--- src/rtl/dma_seq_pkg.sv ---
package dma_seq_pkg;
  typedef enum logic [1:0] {ST_IDLE, ST_WAIT, ST_RD, ST_WR} seq_state_e;

  localparam logic [3:0] REG_MODE  = 4'd0;
  localparam logic [3:0] REG_CTRL  = 4'd1;
  localparam logic [3:0] REG_BSIZE = 4'd2;
  localparam logic [3:0] REG_XSIZE = 4'd3;
  localparam logic [3:0] SRC_BASE  = 4'd4;
  localparam logic [3:0] DST_BASE  = 4'd10;

  localparam int MODE_TRIG_EN = 0;
  localparam int MODE_ONESHOT = 1;
  localparam int MODE_CONT    = 2;
  localparam int MODE_INT_END = 3;

  localparam int CTRL_RUN     = 0;
  localparam int CTRL_FORCE   = 1;
  localparam int CTRL_TRG_CLR = 2;
  localparam int CTRL_ERR_CLR = 3;
endpackage

--- src/rtl/dma_trig_latch.sv ---
module dma_trig_latch (
  input  logic clk_i,
  input  logic rst_ni,
  input  logic trig_i,
  input  logic en_i,
  input  logic force_i,
  input  logic clr_i,
  input  logic err_clr_i,
  input  logic consume_i,
  output logic pend_o,
  output logic err_o
);
  logic trig_q, pend_q, err_q, ev;

  assign ev = (en_i & trig_i & ~trig_q) | force_i;

  always_ff @(posedge clk_i or negedge rst_ni) begin
    if (!rst_ni) begin
      trig_q <= 1'b0;
      pend_q <= 1'b0;
      err_q  <= 1'b0;
    end else begin
      trig_q <= trig_i;
      if (clr_i)          pend_q <= 1'b0;
      else if (ev)        pend_q <= 1'b1;
      else if (consume_i) pend_q <= 1'b0;
      // overflow: new event on top of an unserviced one
      if (ev && pend_q && !consume_i && !clr_i) err_q <= 1'b1;
      else if (err_clr_i)                       err_q <= 1'b0;
    end
  end

  assign pend_o = pend_q;
  assign err_o  = err_q;

  a_r12_ovf_sets_err: assert property (@(posedge clk_i) disable iff (!rst_ni)
    (ev && pend_q && !consume_i && !clr_i) |=> err_o);
  a_r11_clr_discards: assert property (@(posedge clk_i) disable iff (!rst_ni)
    clr_i |=> !pend_o);
  a_r13_level_no_event: assert property (@(posedge clk_i) disable iff (!rst_ni)
    (!pend_q && trig_i && trig_q && !force_i) |=> !pend_o);
endmodule

--- src/rtl/dma_addr_side.sv ---
module dma_addr_side #(
  parameter int         AW   = 16,
  parameter logic [3:0] BASE = 4'd4
) (
  input  logic          clk_i,
  input  logic          rst_ni,
  input  logic          cfg_we_i,
  input  logic [3:0]    cfg_addr_i,
  input  logic [AW-1:0] cfg_wdata_i,
  input  logic          load_i,
  input  logic          word_adv_i,
  input  logic          burst_adv_i,
  output logic [AW-1:0] addr_o
);
  logic [AW-1:0] bstep_q, xstep_q, wsize_q, wstep_q, beg_sh_q, cur_sh_q;
  logic [AW-1:0] beg_q, addr_q, wcnt_q, beg_next;
  logic          wrap_en, do_wrap;

  assign wrap_en  = ~&wsize_q;
  assign do_wrap  = wrap_en && (wcnt_q == '0);
  assign beg_next = beg_q + wstep_q;

  always_ff @(posedge clk_i or negedge rst_ni) begin
    if (!rst_ni) begin
      bstep_q <= '0; xstep_q <= '0; wsize_q <= '1; wstep_q <= '0;
      beg_sh_q <= '0; cur_sh_q <= '0;
    end else if (cfg_we_i) begin
      if (cfg_addr_i == BASE)        bstep_q  <= cfg_wdata_i;
      if (cfg_addr_i == BASE + 4'd1) xstep_q  <= cfg_wdata_i;
      if (cfg_addr_i == BASE + 4'd2) wsize_q  <= cfg_wdata_i;
      if (cfg_addr_i == BASE + 4'd3) wstep_q  <= cfg_wdata_i;
      if (cfg_addr_i == BASE + 4'd4) beg_sh_q <= cfg_wdata_i;
      if (cfg_addr_i == BASE + 4'd5) cur_sh_q <= cfg_wdata_i;
    end
  end

  always_ff @(posedge clk_i or negedge rst_ni) begin
    if (!rst_ni) begin
      beg_q <= '0; addr_q <= '0; wcnt_q <= '0;
    end else if (load_i) begin
      beg_q  <= beg_sh_q;
      addr_q <= cur_sh_q;
      wcnt_q <= wsize_q;
    end else if (word_adv_i) begin
      addr_q <= addr_q + bstep_q;
    end else if (burst_adv_i) begin
      if (do_wrap) begin
        beg_q  <= beg_next;
        addr_q <= beg_next;
        wcnt_q <= wsize_q;
      end else begin
        addr_q <= addr_q + xstep_q;
        wcnt_q <= wcnt_q - 1'b1;
      end
    end
  end

  assign addr_o = addr_q;

  a_r9_wrap_to_beg: assert property (@(posedge clk_i) disable iff (!rst_ni)
    (burst_adv_i && !load_i && !word_adv_i && do_wrap) |=> (addr_q == beg_q));
  a_r8_addr_hold: assert property (@(posedge clk_i) disable iff (!rst_ni)
    (!load_i && !word_adv_i && !burst_adv_i) |=> $stable(addr_q));
endmodule

--- src/rtl/dma_chan_seq.sv ---
module dma_chan_seq
  import dma_seq_pkg::*;
#(
  parameter int AW = 16,
  parameter int DW = 16
) (
  input  logic          clk_i,
  input  logic          rst_ni,
  input  logic          cfg_we_i,
  input  logic [3:0]    cfg_addr_i,
  input  logic [AW-1:0] cfg_wdata_i,
  input  logic          trig_i,
  output logic          mem_req_o,
  output logic          mem_we_o,
  output logic [AW-1:0] mem_addr_o,
  output logic [DW-1:0] mem_wdata_o,
  input  logic [DW-1:0] mem_rdata_i,
  output logic          run_o,
  output logic          int_o,
  output logic          err_o
);
  localparam int NSIDE = 2;

  seq_state_e    state_q;
  logic [3:0]    mode_q;
  logic [AW-1:0] bsize_q, xsize_q, wcnt_q, xcnt_q;
  logic [DW-1:0] data_q;
  logic          int_q, pend;
  logic          ctrl_we, run_stb, force_stb, clr_stb, eclr_stb;
  logic          word_last, xfer_last, at_end, load, word_adv, burst_adv, consume;
  logic [AW-1:0] side_addr [NSIDE];

  assign ctrl_we   = cfg_we_i && (cfg_addr_i == REG_CTRL);
  assign run_stb   = ctrl_we && cfg_wdata_i[CTRL_RUN];
  assign force_stb = ctrl_we && cfg_wdata_i[CTRL_FORCE];
  assign clr_stb   = ctrl_we && cfg_wdata_i[CTRL_TRG_CLR];
  assign eclr_stb  = ctrl_we && cfg_wdata_i[CTRL_ERR_CLR];

  assign word_last = (wcnt_q == '0);
  assign xfer_last = (xcnt_q == '0);
  assign at_end    = (state_q == ST_WR) && word_last && xfer_last;
  assign load      = ((state_q == ST_IDLE) && run_stb) || (at_end && mode_q[MODE_CONT]);
  assign word_adv  = (state_q == ST_WR) && !word_last;
  assign burst_adv = (state_q == ST_WR) && word_last;
  assign consume   = (state_q == ST_WAIT) && pend;

  dma_trig_latch u_trig (
    .clk_i, .rst_ni, .trig_i,
    .en_i(mode_q[MODE_TRIG_EN]), .force_i(force_stb), .clr_i(clr_stb),
    .err_clr_i(eclr_stb), .consume_i(consume), .pend_o(pend), .err_o
  );

  for (genvar s = 0; s < NSIDE; s++) begin : g_side
    localparam logic [3:0] SBASE = (s == 0) ? SRC_BASE : DST_BASE;
    dma_addr_side #(.AW(AW), .BASE(SBASE)) u_side (
      .clk_i, .rst_ni, .cfg_we_i, .cfg_addr_i, .cfg_wdata_i,
      .load_i(load), .word_adv_i(word_adv), .burst_adv_i(burst_adv),
      .addr_o(side_addr[s])
    );
  end

  always_ff @(posedge clk_i or negedge rst_ni) begin
    if (!rst_ni) begin
      mode_q <= '0; bsize_q <= '0; xsize_q <= '0;
    end else if (cfg_we_i) begin
      if (cfg_addr_i == REG_MODE)  mode_q  <= cfg_wdata_i[3:0];
      if (cfg_addr_i == REG_BSIZE) bsize_q <= cfg_wdata_i;
      if (cfg_addr_i == REG_XSIZE) xsize_q <= cfg_wdata_i;
    end
  end

  always_ff @(posedge clk_i or negedge rst_ni) begin
    if (!rst_ni) begin
      state_q <= ST_IDLE;
      wcnt_q  <= '0;
      xcnt_q  <= '0;
      data_q  <= '0;
      int_q   <= 1'b0;
    end else begin
      int_q <= 1'b0;
      unique case (state_q)
        ST_IDLE: if (run_stb) begin
          state_q <= ST_WAIT;
          xcnt_q  <= xsize_q;
          int_q   <= !mode_q[MODE_INT_END];
        end
        ST_WAIT: if (pend) begin
          state_q <= ST_RD;
          wcnt_q  <= bsize_q;
        end
        ST_RD: begin
          data_q  <= mem_rdata_i;
          state_q <= ST_WR;
        end
        ST_WR: begin
          if (!word_last) begin
            wcnt_q  <= wcnt_q - 1'b1;
            state_q <= ST_RD;
          end else if (!xfer_last) begin
            xcnt_q  <= xcnt_q - 1'b1;
            wcnt_q  <= bsize_q;
            state_q <= mode_q[MODE_ONESHOT] ? ST_RD : ST_WAIT;
          end else if (mode_q[MODE_CONT]) begin
            xcnt_q  <= xsize_q;
            state_q <= ST_WAIT;
            int_q   <= 1'b1;  // end of this one or start of the next
          end else begin
            state_q <= ST_IDLE;
            int_q   <= mode_q[MODE_INT_END];
          end
        end
        default: state_q <= ST_IDLE;
      endcase
    end
  end

  assign run_o       = (state_q != ST_IDLE);
  assign mem_req_o   = (state_q == ST_RD) || (state_q == ST_WR);
  assign mem_we_o    = (state_q == ST_WR);
  assign mem_addr_o  = (state_q == ST_WR) ? side_addr[1] : side_addr[0];
  assign mem_wdata_o = data_q;
  assign int_o       = int_q;

  a_r2_read_then_write: assert property (@(posedge clk_i) disable iff (!rst_ni)
    (mem_req_o && !mem_we_o) |=> (mem_req_o && mem_we_o));
  a_r4_burst_needs_trig: assert property (@(posedge clk_i) disable iff (!rst_ni)
    (state_q == ST_WAIT && !pend) |=> (state_q != ST_RD));
  a_r3_stop_at_end: assert property (@(posedge clk_i) disable iff (!rst_ni)
    (at_end && !mode_q[MODE_CONT]) |=> !run_o);
  a_r5_oneshot_no_wait: assert property (@(posedge clk_i) disable iff (!rst_ni)
    (burst_adv && !xfer_last && mode_q[MODE_ONESHOT]) |=> (mem_req_o && !mem_we_o));
  a_r6_cont_stays_run: assert property (@(posedge clk_i) disable iff (!rst_ni)
    (at_end && mode_q[MODE_CONT]) |=> run_o);
endmodule

--- config.mk ---
export PLATFORM = sky130hd
export DESIGN_NAME = dma_chan_seq
export DESIGN_NICKNAME = d
export VERILOG_FILES = /design/src/rtl/dma_seq_pkg.sv /design/src/rtl/dma_trig_latch.sv /design/src/rtl/dma_addr_side.sv /design/src/rtl/dma_chan_seq.sv
export SDC_FILE = /design/constraint.sdc
export NUM_CORES = 1
export LEC_CHECK = 0
export BUFFER_PORTS_ARGS = -buffer_cell sky130_fd_sc_hd__clkbuf_2
export CAP_MARGIN = 30
export CORE_UTILIZATION = 48
export DETAILED_ROUTE_END_ITERATION = 12
export HOLD_SLACK_MARGIN = 0.1
export SYNTH_ARGS = -nofsm -noshare
export SYNTH_HDL_FRONTEND = slang
export SYNTH_SLANG_ARGS = --single-unit
--- constraint.sdc ---
create_clock -name clk_i -period 5.7 [get_ports clk_i]
set_input_delay 0.285 -clock clk_i [delete_from_list [all_inputs] [get_ports clk_i]]
set_output_delay 0.285 -clock clk_i [all_outputs]
set_load 0.01 [all_outputs]
# Yosys cells after proc, flatten, opt, wreduce, memory -nomap -nowiden

Index checks and enable logic that the tools add are counted.

Output and inout port bits: 37
Logic and storage cells: 180
Flip-flop bits (word level): 378
Bits of input ports: 40

Bitwise gates (word level): 4
Eq/ne operators: 24
Add/sub/neg operators: 10
Multiplexer cells: 51
Reduce and logical (&&, ||, !) cells: 62

Operators by type and width:

| cell                                                                  | number |
|---|---|
| 16-bit two-way mux                                                    | 32 |
| 16-bit adder                                                          | 6 |
| 16-bit logical NOT                                                    | 4 |
| 16-bit one-hot mux with 2 select lines                                | 2 |
| 16-bit by 1-bit subtractor with 16-bit output (second input constant) | 4 |
| 2-bit AND reduction                                                   | 17 |
| 4-bit == test (second input constant)                                 | 8 |
| 16-bit AND reduction                                                  | 2 |
| 4-bit by 3-bit == test with 1-bit output (second input constant)      | 4 |
| 1-bit logical AND                                                     | 16 |
| 2-bit nonzero test                                                    | 7 |
| 1-bit two-way mux                                                     | 10 |
| 2-bit two-way mux                                                     | 5 |
| 3-bit AND reduction                                                   | 3 |
| 4-bit by 2-bit == test with 1-bit output (second input constant)      | 2 |
| 2-bit one-hot mux with 4 select lines                                 | 1 |
| 1-bit logical NOT                                                     | 6 |
| 2-bit by 1-bit != test with 1-bit output (second input constant)      | 3 |
| 3-bit != test (second input constant)                                 | 2 |
| 3-bit nonzero test                                                    | 2 |
| 2-bit == test (second input constant)                                 | 2 |
| 4-bit by 1-bit == test with 1-bit output (second input constant)      | 1 |
| 4-bit logical NOT                                                     | 1 |
| 4-bit AND reduction                                                   | 1 |
| other kinds (8)                                                       | 10 |

# Depth between registers and ports, before layout

Depth in word-level cells: 8
Mapped depth: 13
Gate-level depth less buffers: 11

# By module

From an unflattened synthesis, not the netlist that was laid out.

Cells, all modules: 2131
Area, all modules: 21872.2 um^2

By module, submodules not included:

| module                           | area an instance (um^2) | times used | cells an instance | seq. area each (um^2) |
|---|---|---|---|---|
| dma_addr_side (g_side[0].u_side) | 8663.3                  | 1          | 870               | 3623.5 |
| dma_addr_side (g_side[1].u_side) | 8339.2                  | 1          | 814               | 3623.5 |
| dma_chan_seq                     | 4745.8                  | 1          | 438               | 2177.1 |
| dma_trig_latch                   | 123.9                   | 1          | 9                 | 75.1 |

# Worst setup path after synthesis

No wires, ideal clock.

Kind: register to register
Start point: reg wcnt_q[0]
End point: reg g_side[1].u_side.beg_q[15]
Path buffers: 1
Data required time: 5574 ps
Setup slack: 2928 ps
Clock period less this slack: 2772 ps
Stages on the path, launching flop included: 12
Arrival: 2646 ps
Setup time: 126 ps
Cells stage by stage: dfrtp_1 > inv_1 > ha_1 > or4b_4 > nor4b_4 > nand3_4 > o31a_1 > buf_6 > nand2_8 > nand2_4 > a21o_1 > a221o_1

Cells in the longest elaborated chain, start to end: 7
Elaborated cells on any way between the ends: 12
Classes of those cells: eq/ne: 1; mux: 1; reduce/logical: 10

RTL lines:

| element                                                                                  | line                                   | text |
|---|---|---|
| start, declared                                                                          | dma_chan_seq.sv:26                     | `logic [AW-1:0] bsize_q, xsize_q, wcnt_q, xcnt_q;` |
| start signal, assigned                                                                   | dma_chan_seq.sv:89                     | `wcnt_q <= bsize_q;` |
| start signal, assigned                                                                   | dma_chan_seq.sv:97                     | `wcnt_q <= wcnt_q - 1'b1;` |
| start signal, assigned                                                                   | dma_chan_seq.sv:101                    | `wcnt_q <= bsize_q;` |
| 16-bit logical NOT *                                                                     | dma_chan_seq.sv:39                     | `assign word_last = (wcnt_q == '0);` |
| 1-bit logical AND                                                                        | dma_chan_seq.sv:41, dma_chan_seq.sv:44 |  |
| 1-bit logical AND                                                                        | dma_chan_seq.sv:41                     | `assign at_end = (state_q == ST_WR) && word_last && xfer_last;` |
| 1-bit logical AND                                                                        | dma_chan_seq.sv:42                     | `assign load = ((state_q == ST_IDLE) && run_stb) \|\| (at_end && mode_q[MODE_CONT]);` |
| 1-bit logical OR                                                                         | dma_chan_seq.sv:42                     |  |
| 2-bit by 1-bit != test with 1-bit output (no line) or 2-bit nonzero test (tied branches) | -                                      |  |
| 3-bit AND reduction (no line)                                                            | -                                      |  |
| end signal, assigned                                                                     | dma_addr_side.sv:41                    | `beg_q <= beg_sh_q;` |
| end signal, assigned                                                                     | dma_addr_side.sv:48                    | `beg_q <= beg_next;` |
| end, declared                                                                            | dma_addr_side.sv:16                    | `logic [AW-1:0] beg_q, addr_q, wcnt_q, beg_next;` |

Every way passes the cells marked *; elsewhere a longest branch is shown, timed or not.
A chain may end at the register's enable or synchronous reset.

# Worst setup path after layout

Start point: reg wcnt_q[0]
End point: reg g_side[1].u_side.wcnt_q[9]

Cells in the longest elaborated chain, start to end: 7
Elaborated cells on any way between the ends: 11
Classes of those cells: eq/ne: 1; mux: 1; reduce/logical: 9

RTL lines:

| element                                                                                  | line                                   | text |
|---|---|---|
| 16-bit logical NOT *                                                                     | dma_chan_seq.sv:39                     |  |
| 1-bit logical AND                                                                        | dma_chan_seq.sv:41, dma_chan_seq.sv:44 |  |
| 1-bit logical AND                                                                        | dma_chan_seq.sv:41                     |  |
| 1-bit logical AND                                                                        | dma_chan_seq.sv:42                     |  |
| 1-bit logical OR                                                                         | dma_chan_seq.sv:42                     |  |
| 2-bit by 1-bit != test with 1-bit output (no line) or 2-bit nonzero test (tied branches) | -                                      |  |
| 2-bit AND reduction (no line)                                                            | -                                      |  |
| end signal, assigned                                                                     | dma_addr_side.sv:43                    | `wcnt_q <= wsize_q;` |
| end signal, assigned                                                                     | dma_addr_side.sv:50                    | `wcnt_q <= wsize_q;` |
| end signal, assigned                                                                     | dma_addr_side.sv:53                    | `wcnt_q <= wcnt_q - 1'b1;` |
| end, declared                                                                            | dma_addr_side.sv:16                    |  |

Marked as above.

==> metrics.yaml <==
run_status:
  status: "complete, no violations"
power:
  powerDensity_nw_per_um2: 524
  combPwrFrac: 0.432
  switchingPower_uw: 4900
  seq_power_share: 0.340
  p_int_uw: 7570
  power.total_uw: 12500
  power.share.clock: 0.227
  switching_share: 0.393
  peakVddDrop_mv: 0.365
  p_leak_uw: 0.0105
sta:
  clock_skew_ns: 0.0218
  worst_slew_pin_slew_ns: 0.953
  period_minus_slack_ns: 3.85
  finalMaxSlewViolations: 0
  whs_ns: 0.295
  setup_viol: 0
  finalHoldViolations: 0
  fin_crit_sh: 0.675
  fin_tns_setup_ns: 0
  timing.fmax_mhz: 260
  rsz0062_at_grt: "false"
  max-slew-margin-rel: 0.364
clock_tree:
  htree_levels: 2
  tritoncts: "built"
  cts_resized: 0
  root_buffer: "clkbuf_16"
  numClockSinks: 378
  worstSkewPairLatency_ns: 0.57
  cts_buffers: 44
  clockBufferDepth: 3
  clk_pin_slew_ns: 0.06
logic_synthesis:
  synthTopCellsByArea: "dfrtp_1 41%, mux2_2 14%, ha_1 6.0%"
  avgSynthCellArea_um2: 10.3
  synthCells: 2067
  async_flop_share: 1.00
  syn_area_um2: 21200
  ys_types: 79
  ys_seq_area_frac: 0.447
  synth_top_area_frac: 0.408
  synth_nets: 2214
  yosysMostFrequentCell: "dfrtp_1"
  synth_common_cells: "346 x dfrtp_1, 259 x mux2_2, 177 x a21oi_1, 159 x nor2_1, 151 x o21ai_0"
  synth-main-ff-cell: "dfrtp_1"
  synth-seq-cells: 378
  synth_top_cell_by_area: "dfrtp_1"
  synth_warnings: 0
  synth_edf_count: 0
route:
  drt_wl_total_um: 57000
  ant_nets: 0
  drc: 0
  drt-initial-drc-count: 1143
  detailroute.wirelength.met2_um: 25700
  wl_met3_um: 2890
  vias: 16200
  first_pass_iters: 7
  via_per_inst: 5.90
  routed.top_layer: "met5"
  wire_per_inst_um: 20.8
  wl_met1_um: 26900
job:
  drv_cap: 0
layout:
  fillerInstances: 3845
  seq_area_um2: 9500
  num_antenna_cells: 0
  area_growth_pct: 12.0
  nNetsFinal: 2273
  drive_gt1_frac: 0.230
  design_area_um2: 23800
  final_util: 0.548
  multi_input_area_um2: 11200
grt:
  antenna_found_initial: 3
  grt_max_degree: 161
  grt_pass1_wl_um: 90000
  grt.total_usage: 0.259
  grt_overflow: 0
  grt_pass1_vias: 15900
place:
  gp_congestion: 0.833
  place_area_um2: 22100
  port_buffers: 76
  hpwlAfterDp_um: 37500
setup_path:
  crit_type: "reg2reg"
  crit_arrival_ns: 4.33
  cp_max_fo: 64
  cp-end-kind: "flop"
  startpoint_type: "flop"
  required_ns: 6.18
floorplanning:
  floorplan.initialDensity: 0.490
  die_height_um: 212
  ios: 77
  core_area_um2: 43400
  dieWidth_um: 212
  rows: 76
  dieArea_um2: 45100
hold_path:
  hold_path.class: "in2reg"
[cell usage in the layout, fill, tap and decap left out, types with 13 or more instances in the layout]
| master | instances |
|---|---|
| a211oi_1 | 18 |
| a21o_1 | 24 |
| a21oi_1 | 176 |
| a31oi_1 | 20 |
| buf_4 | 20 |
| clkbuf_16 | 46 |
| clkbuf_2 | 75 |
| clkbuf_8 | 13 |
| dfrtp_1 | 346 |
| dfstp_2 | 32 |
| dlygate4sd3_1 | 18 |
| ha_1 | 99 |
| inv_1 | 43 |
| mux2_2 | 259 |
| mux2i_1 | 33 |
| nand2_1 | 137 |
| nand2b_1 | 16 |
| nand3_1 | 44 |
| nor2_1 | 158 |
| nor3_1 | 55 |
| nor3b_1 | 16 |
| nor4_1 | 15 |
| o211ai_1 | 14 |
| o21a_1 | 16 |
| o21ai_0 | 151 |
| o21bai_1 | 13 |
| o22ai_1 | 18 |
| or3_1 | 29 |
| xnor2_1 | 51 |
| xor2_1 | 31 |
[worst paths after layout]
check	from	end	slack [ns]	cells after the start
worst min register to register	g_side[1].u_side.wcnt_q[8]	g_side[1].u_side.wcnt_q[8]	0.48	2
max in group asynchronous	rst_ni	g_side[1].u_side.cur_sh_q[11]	3.93	3
min in group asynchronous	rst_ni	mem_wdata_o[14]	0.40	2
worst min-delay path	cfg_wdata_i[0]	g_side[1].u_side.wstep_q[0]	0.29	3
worst max register to register	wcnt_q[0]	g_side[1].u_side.wcnt_q[9]	1.85	11
worst max-delay path	wcnt_q[0]	g_side[1].u_side.wcnt_q[9]	1.85	11
[state kept, by name (all words and copies together) (netlist names)]
name	cells
g_side.u_side.wsize_q	32
int_o	1
g_side.u_side.bstep_q	32
mem_wdata_o	16
xsize_q	16
state_q	2
g_side.u_side.addr_o	32
wcnt_q	16
g_side.u_side.beg_q	32
g_side.u_side.xstep_q	32
u_trig.err_o	1
g_side.u_side.wstep_q	32
g_side.u_side.cur_sh_q	32
g_side.u_side.beg_sh_q	32
xcnt_q	16
u_trig.pend_o	1
u_trig.trig_q	1
bsize_q	16
g_side.u_side.wcnt_q	32
mode_q	4
[area by class of cell]
cell class | count | area share
clock buffers | 66 | 0.0570
clock inverters | 13 | 0.00395
inverters | 43 | 0.00679
multi-input cells | 1541 | 0.469
flip-flops and latches | 378 | 0.399
well taps | 585 | 0.0308
repair buffers | 118 | 0.0331
[layer usage]
metal	vias to the layer above	GRT usage
li1	7634	-
met3	87	0.0436
met4	2	0.0791
met5	-	0
met2	369	0.405
met1	8106	0.367
[worst max-delay path, cell delays in order (launching register included)]
cell and delay, ns:
dfrtp_1 0.40, inv_1 0.06, ha_1 0.19, or4b_4 0.51, nor4b_4 0.54, nand3_4 0.20, o31ai_4 0.73, buf_12 0.37
nor2_1 0.28, nand3_1 0.18, o21ai_0 0.09, a21oi_1 0.17
[cell families after synthesis]
logic type	synth area share
simple gates	0.127
compound gates	0.145
flops	0.447
mux	0.153
buf+inv	0.0282
fa+ha+maj	0.0652
xor+xnor	0.0338
[what timing repair did]
| action | in CTS | in global routing |
|---|---|---|
| endpoints found under the hold margin | 106 | 0 |
| hold buffers | 18 | 0 |
| setup buffers | 0 | 0 |
[through the flow]
step                cells  worst slack (ns)
floorplan            2067              2.93
global placement     2644              1.96
detailed placement   2646              1.82
CTS                  2743              1.79
global route         2744              1.47
finish               2744              1.85
[power groups by stage]
| stage | registers, uW | clock network (uW) | logic (uW) |
|---|---|---|---|
| 2_1_floorplan | 4060 | 0 | 4080 |
| 3_3_place_gp | 4260 | 0 | 5200 |
| 3_5_place_dp | 4280 | 0 | 5330 |
| 4_1_cts | 4240 | 2900 | 5360 |
| 5_1_grt | 4360 | 3010 | 6010 |
| 6_report | 4250 | 2840 | 5390 |
(Power assumes the default switching activity.)
